$ cat src/rtl/lcd_seq_pkg.sv
package lcd_seq_pkg;

    localparam int LY_W  = 8;
    localparam int DOT_W = 9;

    typedef enum logic [1:0] {
        MODE_HBLANK  = 2'd0,
        MODE_VBLANK  = 2'd1,
        MODE_OAMSCAN = 2'd2,
        MODE_XFER    = 2'd3
    } lcd_mode_e;

    typedef struct packed {
        logic [LY_W-1:0]  line;
        logic [DOT_W-1:0] dot;
    } line_pos_t;

    typedef struct packed {
        logic oam;
        logic vram;
    } lock_t;

    function automatic lcd_mode_e mode_of(line_pos_t p, int vis_lines,
                                          int scan_dots, int xfer_dots);
        lcd_mode_e m;
        if (int'(p.line) >= vis_lines)
            m = MODE_VBLANK;
        else if (int'(p.dot) < scan_dots)
            m = MODE_OAMSCAN;
        else if (int'(p.dot) < scan_dots + xfer_dots)
            m = MODE_XFER;
        else
            m = MODE_HBLANK;
        return m;
    endfunction

    function automatic lock_t lock_of(lcd_mode_e m);
        lock_t l;
        l.oam  = (m == MODE_OAMSCAN);
        l.vram = (m == MODE_XFER);
        return l;
    endfunction

endpackage

$ cat src/rtl/lcd_line_timer.sv
module lcd_line_timer
    import lcd_seq_pkg::*;
#(
    parameter int DOTS_PER_LINE = 456,
    parameter int TOTAL_LINES   = 154
) (
    input  logic      clk,
    input  logic      rst,
    input  logic      dot_en,
    output line_pos_t pos
);
    localparam logic [DOT_W-1:0] LAST_DOT  = DOT_W'(DOTS_PER_LINE - 1);
    localparam logic [LY_W-1:0]  LAST_LINE = LY_W'(TOTAL_LINES - 1);

    line_pos_t pos_q;

    always_ff @(posedge clk) begin
        if (rst) begin
            pos_q <= '0;
        end else if (dot_en) begin
            if (pos_q.dot == LAST_DOT) begin
                pos_q.dot  <= '0;
                pos_q.line <= (pos_q.line == LAST_LINE) ? '0 : pos_q.line + 1'b1;
            end else begin
                pos_q.dot <= pos_q.dot + 1'b1;
            end
        end
    end

    assign pos = pos_q;
endmodule

$ cat src/rtl/lcd_status_unit.sv
module lcd_status_unit
    import lcd_seq_pkg::*;
#(
    parameter int DOTS_PER_LINE = 456,
    parameter int VIS_LINES     = 144,
    parameter int HBLANK_DOT    = 252
) (
    input  logic            clk,
    input  logic            rst,
    input  logic            dot_en,
    input  line_pos_t       pos,
    input  lcd_mode_e       mode,
    input  logic            lyc_we,
    input  logic [LY_W-1:0] lyc_wdata,
    input  logic            stat_we,
    input  logic [7:0]      stat_wdata,
    output logic [LY_W-1:0] lyc,
    output logic [7:0]      stat,
    output logic            irq_vblank,
    output logic            irq_stat
);
    localparam logic [DOT_W-1:0] LAST_DOT  = DOT_W'(DOTS_PER_LINE - 1);
    localparam logic [DOT_W-1:0] PRE_HBL   = DOT_W'(HBLANK_DOT - 1);
    localparam logic [LY_W-1:0]  LAST_VIS  = LY_W'(VIS_LINES - 1);
    localparam logic [LY_W-1:0]  VIS_COUNT = LY_W'(VIS_LINES);

    logic [LY_W-1:0] lyc_q;
    logic [3:0]      enables_q;
    logic            coin_q;
    logic            vbl_q;
    logic            hbl_q;
    logic            visible;

    assign visible = (pos.line < VIS_COUNT);

    always_ff @(posedge clk) begin
        if (rst) begin
            lyc_q     <= '0;
            enables_q <= '0;
            coin_q    <= 1'b0;
            vbl_q     <= 1'b0;
            hbl_q     <= 1'b0;
        end else begin
            if (lyc_we)
                lyc_q <= lyc_wdata;
            if (stat_we)
                enables_q <= stat_wdata[6:3];
            if (pos.line != lyc_q)
                coin_q <= 1'b0;
            else if (pos.dot == '0 && visible)
                coin_q <= 1'b1;
            vbl_q <= dot_en && pos.line == LAST_VIS && pos.dot == LAST_DOT;
            hbl_q <= dot_en && visible && pos.dot == PRE_HBL && enables_q[0];
        end
    end

    assign lyc        = lyc_q;
    assign stat       = {1'b0, enables_q, coin_q, mode};
    assign irq_vblank = vbl_q;
    assign irq_stat   = hbl_q;
endmodule

$ cat src/rtl/lcd_mem_gate.sv
module lcd_mem_gate #(
    parameter int DW = 8
) (
    input  logic          lock,
    input  logic [DW-1:0] arr_rdata,
    input  logic          cpu_we,
    output logic [DW-1:0] cpu_rdata,
    output logic          arr_we
);
    always_comb begin
        cpu_rdata = lock ? {DW{1'b1}} : arr_rdata;
        arr_we    = cpu_we && !lock;
    end
endmodule

$ cat src/rtl/lcd_phase_seq.sv
module lcd_phase_seq
    import lcd_seq_pkg::*;
#(
    parameter int DOTS_PER_LINE = 456,
    parameter int SCAN_DOTS     = 80,
    parameter int XFER_DOTS     = 172,
    parameter int VIS_LINES     = 144,
    parameter int TOTAL_LINES   = 154,
    parameter int DW            = 8
) (
    input  logic          clk,
    input  logic          rst,
    input  logic          dot_en,
    input  logic          lyc_we,
    input  logic [7:0]    lyc_wdata,
    input  logic          stat_we,
    input  logic [7:0]    stat_wdata,
    input  logic [DW-1:0] vram_arr_rdata,
    input  logic          vram_cpu_we,
    input  logic [DW-1:0] oam_arr_rdata,
    input  logic          oam_cpu_we,
    output logic [7:0]    ly,
    output logic [7:0]    lyc,
    output logic [7:0]    stat,
    output logic          irq_vblank,
    output logic          irq_stat,
    output logic          vram_lock,
    output logic          oam_lock,
    output logic [DW-1:0] vram_cpu_rdata,
    output logic          vram_arr_we,
    output logic [DW-1:0] oam_cpu_rdata,
    output logic          oam_arr_we
);
    localparam int HBLANK_DOT = SCAN_DOTS + XFER_DOTS;
    localparam int NMEM       = 2;

    line_pos_t pos;
    lcd_mode_e mode;
    lock_t     locks;

    logic [NMEM-1:0]         g_lock;
    logic [NMEM-1:0][DW-1:0] g_arr_rd;
    logic [NMEM-1:0]         g_cpu_we;
    logic [NMEM-1:0][DW-1:0] g_cpu_rd;
    logic [NMEM-1:0]         g_arr_we;

    lcd_line_timer #(
        .DOTS_PER_LINE(DOTS_PER_LINE),
        .TOTAL_LINES  (TOTAL_LINES)
    ) u_timer (
        .clk   (clk),
        .rst   (rst),
        .dot_en(dot_en),
        .pos   (pos)
    );

    assign mode  = mode_of(pos, VIS_LINES, SCAN_DOTS, XFER_DOTS);
    assign locks = lock_of(mode);

    lcd_status_unit #(
        .DOTS_PER_LINE(DOTS_PER_LINE),
        .VIS_LINES    (VIS_LINES),
        .HBLANK_DOT   (HBLANK_DOT)
    ) u_status (
        .clk       (clk),
        .rst       (rst),
        .dot_en    (dot_en),
        .pos       (pos),
        .mode      (mode),
        .lyc_we    (lyc_we),
        .lyc_wdata (lyc_wdata),
        .stat_we   (stat_we),
        .stat_wdata(stat_wdata),
        .lyc       (lyc),
        .stat      (stat),
        .irq_vblank(irq_vblank),
        .irq_stat  (irq_stat)
    );

    assign g_lock   = {locks.oam, locks.vram};
    assign g_arr_rd = {oam_arr_rdata, vram_arr_rdata};
    assign g_cpu_we = {oam_cpu_we, vram_cpu_we};

    for (genvar g = 0; g < NMEM; g++) begin : g_gate
        lcd_mem_gate #(.DW(DW)) u_gate (
            .lock     (g_lock[g]),
            .arr_rdata(g_arr_rd[g]),
            .cpu_we   (g_cpu_we[g]),
            .cpu_rdata(g_cpu_rd[g]),
            .arr_we   (g_arr_we[g])
        );
    end

    assign vram_cpu_rdata = g_cpu_rd[0];
    assign vram_arr_we    = g_arr_we[0];
    assign oam_cpu_rdata  = g_cpu_rd[1];
    assign oam_arr_we     = g_arr_we[1];
    assign vram_lock      = locks.vram;
    assign oam_lock       = locks.oam;
    assign ly             = pos.line;
endmodule

$ cat config.mk
export PLATFORM = sky130hd
export DESIGN_NAME = lcd_phase_seq
export DESIGN_NICKNAME = d
export VERILOG_FILES = /design/src/rtl/lcd_seq_pkg.sv /design/src/rtl/lcd_line_timer.sv /design/src/rtl/lcd_status_unit.sv /design/src/rtl/lcd_mem_gate.sv /design/src/rtl/lcd_phase_seq.sv
export SDC_FILE = /design/constraint.sdc
export NUM_CORES = 1
export LEC_CHECK = 0
export ABC_CLOCK_PERIOD_IN_PS = 2100
export BUFFER_PORTS_ARGS = -buffer_cell sky130_fd_sc_hd__buf_2
export CORE_ASPECT_RATIO = 1.25
export CORE_MARGIN = 4
export CORE_UTILIZATION = 46
export DETAILED_ROUTE_END_ITERATION = 10
export GPL_ROUTABILITY_DRIVEN = 0
export PLACE_DENSITY = 0.91
export SLEW_MARGIN = 20
export SYNTH_ARGS = -nofsm -noshare
export SYNTH_HDL_FRONTEND = slang
export SYNTH_HIERARCHICAL = 1
export SYNTH_SLANG_ARGS = --single-unit
$ cat constraint.sdc
create_clock -name clk -period 2.1 [get_ports clk]
set_input_delay 0.21 -clock clk [delete_from_list [all_inputs] [get_ports clk]]
set_output_delay 0.21 -clock clk [all_outputs]
set_load 0.005 [all_outputs]
## Word level (Yosys, flattened, before mapping)

Index checks and enable logic that the tools add are counted.

- Register bits after elaboration: 32
- Bits in latches: 0
- RAM bits: 0
- ROM bits: 0
- Bits of input ports: 39
- Logic and storage cells: 40
- Memories kept: 0

- $add $sub $neg: 2
- $mul: 0
- Divide/modulo/power cells: 0
- Magnitude comparators: 4
- Equality and inequality tests: 7
- Shift operators: 0
- Mux-type cells: 7
- Bitwise logic cells: 0
- Reduce and logical (&&, ||, !) cells: 13

Operator list:

| operator | number |
|---|---|
| $mux 8 | 3 |
| $eq 8x8->1 const B | 2 |
| $add 9x1->9 const B | 1 |
| $eq 9x8->1 const B | 1 |
| $eq 9x9->1 const B | 1 |
| $logic_not 9->1 | 1 |
| $lt 9x7->1 const B | 1 |
| $lt 9x8->1 const B | 1 |
| $mux 9 | 1 |
| $add 8x1->8 const B | 1 |
| $ge 8x8->1 const B | 1 |
| $logic_and 1x1->1 | 8 |
| $lt 8x8->1 const B | 1 |
| $ne 8x8->1 | 1 |
| $mux 2 | 3 |
| $eq 2x2->1 const B | 2 |
| $logic_not 1->1 | 2 |
| $reduce_and 2->1 | 1 |
| $reduce_or 2->1 | 1 |

## Depth between registers and ports, before layout

Gate-level depths: netlist (run 1).

- Depth in word-level cells: 7
- Mapped depth: 5

## Cells and area by module

The synthesis (run 1) kept the hierarchy.

By module, submodules not included:

| module | times used | cells an instance | area each (um^2) |
|---|---|---|---|
| lcd_line_timer | 1 | 96 | 843.3 |
| lcd_status_unit | 1 | 74 | 706.9 |
| lcd_mem_gate | 2 | 9 | 56.3 |
| lcd_phase_seq | 1 | 11 | 75.1 |

## Worst setup path before layout (run 1)

OpenSTA, ideal clock, no wires.

- Path type: register to output
- From: reg u_timer.pos_q, in the netlist u_timer/pos[15]
- To: out vram_cpu_rdata[0]
- Arrival: 1.434 ns
- Data required time: 1.890 ns
- Path slack: 0.456 ns
- Cell stages (with the launch flop): 4
- Path through: dfxtp_1 > o31a_1 > nor4_2 > or2_1

- Word-level cells in the longest chain between the ends: 4

RTL lines:

| what | RTL line | source |
|---|---|---|
| start: declaration | lcd_line_timer.sv:15 | `line_pos_t pos_q;` |
| $ge 8x8->1 | lcd_seq_pkg.sv:26 | `if (int'(p.line) >= vis_lines)` |
| $mux 2 | lcd_seq_pkg.sv:26 |  |
| $eq 2x2->1 | lcd_seq_pkg.sv:40 | `l.vram = (m == MODE_XFER);` |
| via vram_lock | lcd_phase_seq.sv:27 | `output logic vram_lock,` |
| $mux 8 | lcd_mem_gate.sv:11 | `cpu_rdata = lock ? {DW{1'b1}} : arr_rdata;` |
| end: declaration | lcd_phase_seq.sv:29 | `output logic [DW-1:0] vram_cpu_rdata,` |

The timed path passes the listed nets, and every way through them passes these cells.

## Worst setup path in the final report (run 1)

- From: reg u_timer.pos_q, in the netlist u_timer/pos[5]
- To: out vram_cpu_rdata[2]

- Word-level cells in the longest chain between the ends: 6

RTL lines:

| what | RTL line | source |
|---|---|---|
| $lt 9x8->1 | lcd_seq_pkg.sv:30 | `else if (int'(p.dot) < scan_dots + xfer_dots)` |
| $mux 2 | lcd_seq_pkg.sv:30 |  |
| $mux 2 (*) | lcd_seq_pkg.sv:28 | `else if (int'(p.dot) < scan_dots)` |
| $mux 2 (*) | lcd_seq_pkg.sv:26 |  |
| $eq 2x2->1 (*) | lcd_seq_pkg.sv:40 |  |
| $mux 8 (*) | lcd_mem_gate.sv:11 |  |

Mark *: on every way between the ends. The rest lies on a longest branch, timed or not.

==> results.py, run 1 <==
metrics = {
    "die": {
        "fp.dieArea_mm2": 0.00483,
        "io_pins": 85,
        "die_w_um": 63.0,
        "coreArea_mm2": 0.00357,
        "rows": 24,
        "start_util": 0.486,
        "floorplan.die.height_um": 76.7,
    },
    "timing": {
        "hold_viol": 0,
        "clock.fmax_mhz": 508,
        "setup_ws_ns": 0.132,
        "fin_crit_ns": 1.97,
        "finalCritPeriodShare": 0.937,
        "fin_skew_ns": 0.00250,
        "setup_viol": 0,
        "rsz0062_at_grt": "no",
        "drv_slew": 0,
        "tns_ns": 0,
    },
    "yosys": {
        "yosys_warnings": 6,
        "synth_area_mm2": 0.00174,
        "synth_cell_type_count": 43,
        "syn_avg_cell_area_um2": 8.73,
        "postSynth.asyncResetShare": 0,
        "synth_top_area_frac": 0.369,
        "synthCells": 199,
        "yosys-top-cells-area": "dfxtp_1 (37%), mux2i_1 (7.5%), xnor2_1 (6.0%), nor2_1 (5.8%), or2_1 (5.8%)",
        "synth-edff-count": 0,
        "syn_nets": 241,
        "ys.flop_type": "dfxtp_1",
        "synth_top_area_cell": "dfxtp_1",
        "synth-seq-cells": 32,
        "seq_area_frac_synth": 0.369,
    },
    "placement": {
        "dp_slack_ns": 0.233,
        "dp_hpwl_um": 3340,
        "placed_area_mm2": 0.00216,
        "port_buffers": 79,
        "dp.cells": 312,
    },
    "detailed_routing": {
        "remaining_drc_errors": 0,
        "drt_iter0_markers": 49,
        "drt-wirelength-per-cell_um": 14.1,
        "vias_per_cell": 5.54,
        "dr_total_vias": 1773,
        "routed_wl_um": 4520,
        "firstDrtPassIters": 4,
        "ant_nets": 0,
    },
    "cts": {
        "clk_pin_slew_ns": 0.06,
        "numCtsBuffers": 5,
        "clockRootBuffer": "clkbuf_8",
        "hold_buffers": 0,
        "cts_buffer_depth": 2,
        "cts_tree": "built",
        "h-tree-depth": 2,
        "clk_latency_ns": 0.29,
        "clkSinkCount": 32,
    },
    "grt": {
        "grt_max_degree": 31,
        "use_met1": 0.204,
        "antenna_found_initial": 0,
        "grt_pass1_wl_um": 7490,
        "busiest_layer": "met2",
        "grt.overflow.total": 0,
        "use_met2": 0.321,
        "met3_usage": 0.0702,
        "grt_pass1_vias": 1684,
        "track_usage": 0.191,
    },
    "layout": {
        "final_cell_count_no_fill": 320,
        "design_area_mm2": 0.00227,
        "final-seq-area_um2": 643,
        "diodes": 0,
        "fill_cells": 303,
        "multiInputGateArea_mm2": 0.00104,
        "layout.nets": 323,
        "drive_gt1_frac": 0.356,
        "area_delta_synth_final_pct": 30.8,
    },
    "pwr": {
        "p_comb_frac": 0.104,
        "p_sw_uw": 289,
        "clkPwrFrac": 0.394,
        "peakVddDrop_mv": 0.567,
        "p_int_uw": 992,
        "pwr-share-seq": 0.503,
        "power.density_mw_per_mm2": 564,
        "p_leak_uw": 0.000985,
        "swShare": 0.226,
    },
    "worst_hold_path": {
        "hold_path_class": "in2reg",
    },
    "worst_setup_path": {
        "path_class": "reg2out",
        "critPathArrivalTime_ns": 1.76,
        "worstSetupStartpointType": "flop",
        "cp-end-kind": "output port",
        "cp.required_ns": 1.89,
        "worstPathMaxFanout": 9,
    },
    "outcome": {
        "run_status": "complete, no violations",
    },
    "flow_run": {
        "max_cap_viol_count": 0,
    },
}
## per-layer routing
metal,vias up,share of wire
li1,857,-
met1,799,0.38
met2,102,0.49
met3,15,0.10
met4,0,0.029
met5,-,0
## registers in the layout (all words and copies together), names as in the netlist
name                 flops
u_status/irq_stat        1
u_timer/pos             17
u_status/lyc             8
u_status/coin_q          1
u_status/irq_vblank      1
u_status/enables_q       4
## layout by cell type, fill, tap and decap left out, types with 2 or more instances in the layout
cell type,Yosys,final
and2_1,2,2
clkbuf_8,0,7
mux2i_1,13,13
o21ai_1,2,2
dfxtp_2,0,2
dfxtp_1,32,30
nand3b_1,2,2
nand2_1,11,11
nand3_1,6,6
nor3_1,8,8
or2_1,16,16
buf_2,1,79
nor2b_1,2,2
or4_1,2,2
nor2_1,27,27
xnor2_1,12,12
nand4_1,8,8
xor2_1,4,4
and3_1,2,2
buf_4,4,4
nand2b_1,3,3
or3_1,2,2
a21oi_1,7,7
ha_1,3,3
inv_1,5,5
o32ai_1,3,3
## cells by family after synthesis
family                   Yosys count  synth area share
adder cells (fa/ha/maj)            3            0.0216
XOR/XNOR                          16            0.0806
multiplexers                      13            0.0749
flip-flops                        32             0.369
other                              1           0.00216
buffers and inverters             13            0.0374
AO/OA/AOI/OAI                     19            0.0756
AND/OR/NAND/NOR                  102             0.339
## path summary, 6_finish.rpt
path | startpoint | to | slack, ns | depth (start not counted)
max reg2reg | u_timer/pos[8] | u_timer/pos[13] | 0.41 | 4
min reg2reg | u_status/enables_q[2] | u_status/enables_q[2] | 0.49 | 2
min | lyc_wdata[0] | u_status/lyc[0] | 0.17 | 3
max | u_timer/pos[5] | vram_cpu_rdata[2] | 0.13 | 6
## through the flow
step / total power (uW) / util / hold WS [ns]
6_report: 1280 / 0.636 / 0.169
5_1_grt: 1340 / 0.636 / 0.162
4_1_cts: 1290 / 0.633 / 0.163
3_5_place_dp: 791 / 0.604 / 0.459
3_3_place_gp: 784 / 0.604 / 0.442
2_1_floorplan: 727 / - / 0.282
## cells in the mapped netlist (3+ instances only)
| cell type | number |
|---|---|
| xnor2_1 | 12 |
| o32ai_1 | 3 |
| buf_4 | 4 |
| nand4_1 | 8 |
| or2_1 | 16 |
| a21oi_1 | 7 |
| dfxtp_1 | 32 |
| nand2_1 | 11 |
| clkbuf_1 | 3 |
| xor2_1 | 4 |
| nand2b_1 | 3 |
| nor2_1 | 27 |
| inv_1 | 5 |
| nand3_1 | 6 |
| nor3_1 | 8 |
| ha_1 | 3 |
| mux2i_1 | 13 |
## worst max-delay path: stages (launching register included)
cell and delay, ns:
dfxtp_1 0.50, nand2_1 0.09, nor2_1 0.29, nor4_4 0.08, buf_4 0.17, or2_1 0.22
buf_2 0.13
## layout make-up
type / instances / area share
clock buffer: 7 / 0.0424
inverter: 5 / 0.00826
multi-input combinational: 154 / 0.458
sequential: 32 / 0.283
tap: 39 / 0.0215
timing repair buffer: 83 / 0.187
## timing repair
action | 4_1_cts | 5_1_grt
pin swaps | 0 | 2
gates resized for setup | 1 | 2
setup endpoints to repair | 10 | 16
buffers inserted | 0 | 1
## power groups by stage
stage	Clock (uW)	Sequential, uW	Combinational (uW)
6_report	504	644	133
5_1_grt	549	647	149
4_1_cts	516	644	134
3_5_place_dp	0	658	133
3_3_place_gp	0	656	127
2_1_floorplan	0	656	70.7
Power figures use the tool's default switching activity.
==> run 2: changes to the inputs <==
--- a/config.mk
+++ b/config.mk
@@ -13,6 +13,7 @@
 export DETAILED_ROUTE_END_ITERATION = 10
 export GPL_ROUTABILITY_DRIVEN = 0
 export PLACE_DENSITY = 0.91
+export REMOVE_ABC_BUFFERS = 1
 export SLEW_MARGIN = 20
 export SYNTH_ARGS = -nofsm -noshare
 export SYNTH_HDL_FRONTEND = slang
==> run 2 against run 1 <==
  * Critical path depth is the same
  * Non-clock buffer count did not move
  * Final area up 0.44%
  * Cell count increased by 0.31%
  * Critical path type unchanged
  * Highest routed layer unchanged
  * Clock power increased by 14%
  * First-iteration DRC count increased by 96%
  * Global-route usage down 0.45 points
  * Register-to-register slack better by 0.02 ns
==> results.py, run 2 (synthesis gave the netlist of run 1 again) <==
metrics = {
    "outcome": {
        "run_status": "complete, no violations",
    },
    "pwr": {
        "p_leak_uw": 0.000998,
        "peakVddDrop_mv": 0.433,
        "power.density_mw_per_mm2": 591,
        "totalPowerFinal_uw": 1350,
    },
    "flow_run": {
        "max_cap_viol_count": 0,
    },
    "grt": {
        "grt_pass1_vias": 1674,
        "grt_pass1_wl_um": 7420,
        "track_usage": 0.186,
        "grt_max_degree": 31,
        "grt.overflow.total": 0,
        "antenna_found_initial": 0,
    },
    "layout": {
        "layout_commonest_cell": "buf_2",
        "diodes": 0,
        "layout.nets": 323,
        "layout_common_cells": "buf_2 (79), dfxtp_1 (31), nor2_1 (27)",
        "final_cell_count_no_fill": 321,
        "drive_gt1_frac": 0.351,
        "area_delta_synth_final_pct": 31.4,
        "largest_register_ffs": 17,
    },
    "cts": {
        "clockRootBuffer": "clkbuf_8",
        "numCtsBuffers": 5,
        "cts_tree": "built",
        "clk_latency_ns": 0.28,
        "clkSinkCount": 32,
        "clk_pin_slew_ns": 0.06,
        "h-tree-depth": 2,
        "cts_buffer_depth": 2,
        "cts_setup_buffers": 0,
    },
    "die": {
        "die_w_um": 63.0,
        "io_pins": 85,
        "coreArea_mm2": 0.00357,
        "floorplan.die.height_um": 76.7,
        "rows": 24,
        "start_util": 0.486,
        "fp.dieArea_mm2": 0.00483,
    },
    "timing": {
        "rsz0062_at_grt": "no",
        "finalCritPeriodShare": 0.920,
        "clock.fmax_mhz": 517,
        "hold_viol": 0,
        "fin_skew_ns": 0.00386,
        "setup_viol": 0,
        "drv_slew": 0,
        "fin_crit_ns": 1.93,
        "setup_ws_ns": 0.167,
        "tns_ns": 0,
    },
    "placement": {
        "dp_slack_ns": 0.377,
        "dp.cells": 313,
        "port_buffers": 79,
        "dp_hpwl_um": 3270,
    },
    "worst_setup_path": {
        "crit_end": "vram_cpu_rdata[3]",
        "reg2reg_slack_ns": 0.43,
        "r2r-start": "u_timer/pos[0]",
        "startpoint": "u_timer/pos[3]",
        "reg2regPathDepth": 5,
        "worstSetupStartpointType": "flop",
        "rr_endpoint": "u_timer/pos[15]",
        "critPathArrivalTime_ns": 1.72,
        "path_class": "reg2out",
        "cp.required_ns": 1.89,
        "cp-end-kind": "output port",
        "worstPathMaxFanout": 10,
    },
    "detailed_routing": {
        "drt_iter0_markers": 96,
        "vias_per_cell": 5.38,
        "remaining_drc_errors": 0,
        "firstDrtPassIters": 4,
        "ant_nets": 0,
        "drt-wirelength-per-cell_um": 13.4,
        "dr_total_vias": 1727,
        "routed_wl_um": 4310,
    },
    "worst_hold_path": {
        "hold_path_class": "in2reg",
    },
}
==> run 2: worst max-delay path: stages, from the launching register on <==
cell     delay [ns]
dfxtp_1        0.50
nand4_1        0.14
nor2_1         0.21
nor4_2         0.07
buf_4          0.17
or2_1          0.22
buf_2          0.12
==> run 2: how the worst min path moves through the flow <==
| stage | startpoint | cells past startpoint | endpoint |
|---|---|---|---|
| floorplan | rst | 1 | u_timer/pos[10] |
| global placement | lyc_wdata[2] | 3 | u_status/lyc[2] |
| detailed placement | stat_wdata[6] | 3 | u_status/enables_q[3] |
| CTS | stat_wdata[4] | 3 | u_status/enables_q[1] |
| global route | lyc_wdata[1] | 3 | u_status/lyc[1] |
| finish | lyc_wdata[5] | 3 | u_status/lyc[5] |
==> run 2: routing by layer <==
layer	routed length (um)	up-vias	share of wire	track usage
met5	0	-	0	0
met2	2140	85	0.50	0.335
li1	-	856	-	-
met1	1640	778	0.38	0.198
met4	82	0	0.019	0.0662
met3	443	8	0.10	0.0643
==> run 2: where the power goes <==
part	total (uW)	internal (uW)	switching [uW]
Clock	573	352	221
Combinational	134	74.4	59.2
Sequential	644	626	17.2
==> run 2: repair_timing <==
action | CTS | global route
endpoints found under the hold margin | 0 | 0
hold buffers | 0 | 0
gates resized for setup | 0 | 2
setup endpoints to repair | 0 | 17
==> run 2: cell type report <==
cell class	instances	area [um2]
Sequential cell	32	642
Clock buffer	6	72.6
Multi-Input combinational cell	154	1040
Inverter	5	18.8
Timing Repair Buffer	83	425
Fill cell	298	1290
Clock inverter	2	35.0
Tap cell	39	48.8
==> run 2: metrics by stage <==
| step | util | hold slack (ns) | cell area (um2) |
|---|---|---|---|
| finish | 0.639 | 0.169 | 2280 |
| global route | 0.639 | 0.167 | 2280 |
| CTS | 0.636 | 0.152 | 2270 |
| detailed placement | 0.606 | 0.455 | 2170 |
| global placement | 0.606 | 0.442 | 2170 |
| floorplan | - | 0.279 | 1690 |
==> run 3: changes to the inputs <==
--- a/config.mk
+++ b/config.mk
@@ -9,10 +9,10 @@
 export BUFFER_PORTS_ARGS = -buffer_cell sky130_fd_sc_hd__buf_2
 export CORE_ASPECT_RATIO = 1.25
 export CORE_MARGIN = 4
-export CORE_UTILIZATION = 46
+export CORE_UTILIZATION = 30
 export DETAILED_ROUTE_END_ITERATION = 10
 export GPL_ROUTABILITY_DRIVEN = 0
-export PLACE_DENSITY = 0.91
+export PLACE_DENSITY = 0.67
 export REMOVE_ABC_BUFFERS = 1
 export SLEW_MARGIN = 20
 export SYNTH_ARGS = -nofsm -noshare
==> run 3 against run 2 <==
  * Clock-buffer cell count is the same
  * Via count shrank 0.98%
  * Non-clock buffer count is the same
  * Power shrank 11%
  * Die area grew 47%
  * Global-route usage shrank 7.2 points
  * Sequential cell count is the same
  * Clock skew grew 0.0028 ns
  * Cell count grew 7.5%
  * Combinational power shrank 3%
  * Routed wire length shrank 2.0%
  * Sequential share of layout area grew 0.053 points
==> results.py, run 3 (synthesis gave the netlist of run 1 again) <==
metrics = {
    "timing": {
        "hold_viol": 0,
        "clock.fmax_mhz": 513,
        "setup_ws_ns": 0.152,
        "tns_ns": 0,
        "fin_skew_ns": 0.00671,
        "drv_slew": 0,
        "rsz0062_at_grt": "no",
        "finalCritPeriodShare": 0.928,
        "fin_crit_ns": 1.95,
        "setup_viol": 0,
    },
    "layout": {
        "diodes": 0,
        "drive_gt1_frac": 0.345,
        "area_delta_synth_final_pct": 30.9,
        "layout_commonest_cell": "buf_2",
        "utilization": 0.412,
        "fill_cells": 568,
        "layout.nets": 323,
        "layout_common_cells": "buf_2 (79), dfxtp_1 (32), nor2_1 (27)",
        "largest_register_ffs": 17,
    },
    "die": {
        "start_util": 0.315,
        "io_pins": 85,
        "rows": 30,
        "fp.dieArea_mm2": 0.00708,
        "coreArea_mm2": 0.00552,
        "floorplan.die.height_um": 93.1,
        "die_w_um": 76.1,
    },
    "pwr": {
        "p_int_uw": 926,
        "pwr-share-seq": 0.535,
        "p_sw_uw": 279,
        "swShare": 0.231,
        "peakVddDrop_mv": 0.275,
        "clkPwrFrac": 0.357,
        "p_leak_uw": 0.000976,
        "power.density_mw_per_mm2": 529,
        "p_comb_frac": 0.108,
    },
    "cts": {
        "numCtsBuffers": 5,
        "cts_tree": "built",
        "clkSinkCount": 32,
        "hold_buffers": 0,
        "h-tree-depth": 2,
        "clk_pin_slew_ns": 0.06,
        "clk_latency_ns": 0.28,
        "cts_setup_buffers": 0,
        "clockRootBuffer": "clkbuf_8",
        "cts_buffer_depth": 2,
        "cts_resized": 0,
    },
    "worst_setup_path": {
        "worstSetupStartpointType": "flop",
        "cp-end-kind": "output port",
        "worstPathMaxFanout": 10,
        "reg2regPathDepth": 5,
        "path_class": "reg2out",
        "critPathArrivalTime_ns": 1.74,
        "cp.required_ns": 1.89,
    },
    "flow_run": {
        "max_cap_viol_count": 0,
    },
    "outcome": {
        "run_status": "complete, no violations",
    },
    "grt": {
        "grt_pass1_vias": 1561,
        "track_usage": 0.115,
        "grt.overflow.total": 0,
        "grt_pass1_wl_um": 6930,
        "grt_max_degree": 31,
        "antenna_found_initial": 0,
    },
    "detailed_routing": {
        "ant_nets": 0,
        "firstDrtPassIters": 4,
        "remaining_drc_errors": 0,
        "dr_total_vias": 1710,
        "drt_iter0_markers": 86,
        "vias_per_cell": 4.96,
        "routed_wl_um": 4220,
        "drt-wirelength-per-cell_um": 12.2,
    },
    "worst_hold_path": {
        "hold_path_class": "in2reg",
        "holdPathStages": 3,
    },
    "placement": {
        "port_buffers": 79,
        "dp_slack_ns": 0.436,
        "dp_hpwl_um": 3190,
    },
}
[run 3: final cells by class]
type                            count  area [um2]  area share
Multi-Input combinational cell    154        1030       0.454
Inverter                            5        18.8     0.00825
Clock buffer                        6        72.6      0.0319
Sequential cell                    32         641       0.282
Timing Repair Buffer               83         425       0.187
Clock inverter                      1        5.00     0.00220
Tap cell                           64        80.1      0.0352
[run 3: stage by stage]
step	instances	hold slack, ns	total power, uW	instance area [um2]
after global routing	345	0.167	1260	2270
after floorplan	191	0.279	714	1690
final	345	0.170	1200	2270
after CTS	345	0.163	1220	2270
after global placement	338	0.444	787	2200
after detailed placement	338	0.453	790	2200
[run 3: path summary, 6_finish.rpt]
path / startpoint / end / slack (ns)
setup / recovery: u_timer/pos[4] / vram_cpu_rdata[6] / 0.15
hold / removal: lyc_wdata[6] / u_status/lyc[6] / 0.17
setup reg to reg: u_timer/pos[0] / u_timer/pos[13] / 0.41
hold reg to reg: u_status/enables_q[0] / u_status/irq_stat / 0.47
[run 3: power groups by stage]
stage	registers, uW	logic, uW	clock network [uW]
finish	644	130	430
global route	646	148	466
CTS	644	133	446
detailed placement	658	132	0
global placement	656	130	0
floorplan	656	57.8	0
[run 3: routing by layer]
layer / vias up / share of wire / GRT usage / wire [um]
met5: - / 0 / 0 / 0
met3: 4 / 0.11 / 0.0453 / 454
met4: 0 / 0.0090 / 0.0539 / 38
li1: 861 / - / - / -
met2: 76 / 0.46 / 0.186 / 1940
met1: 769 / 0.42 / 0.132 / 1790
[run 3: critical path, stage by stage, from the launching register on]
cell and delay (ns):
dfxtp_1 0.52, nand4_1 0.13, nor2_1 0.21, nor4_2 0.08
buf_4 0.17, or2_1 0.23, buf_2 0.13
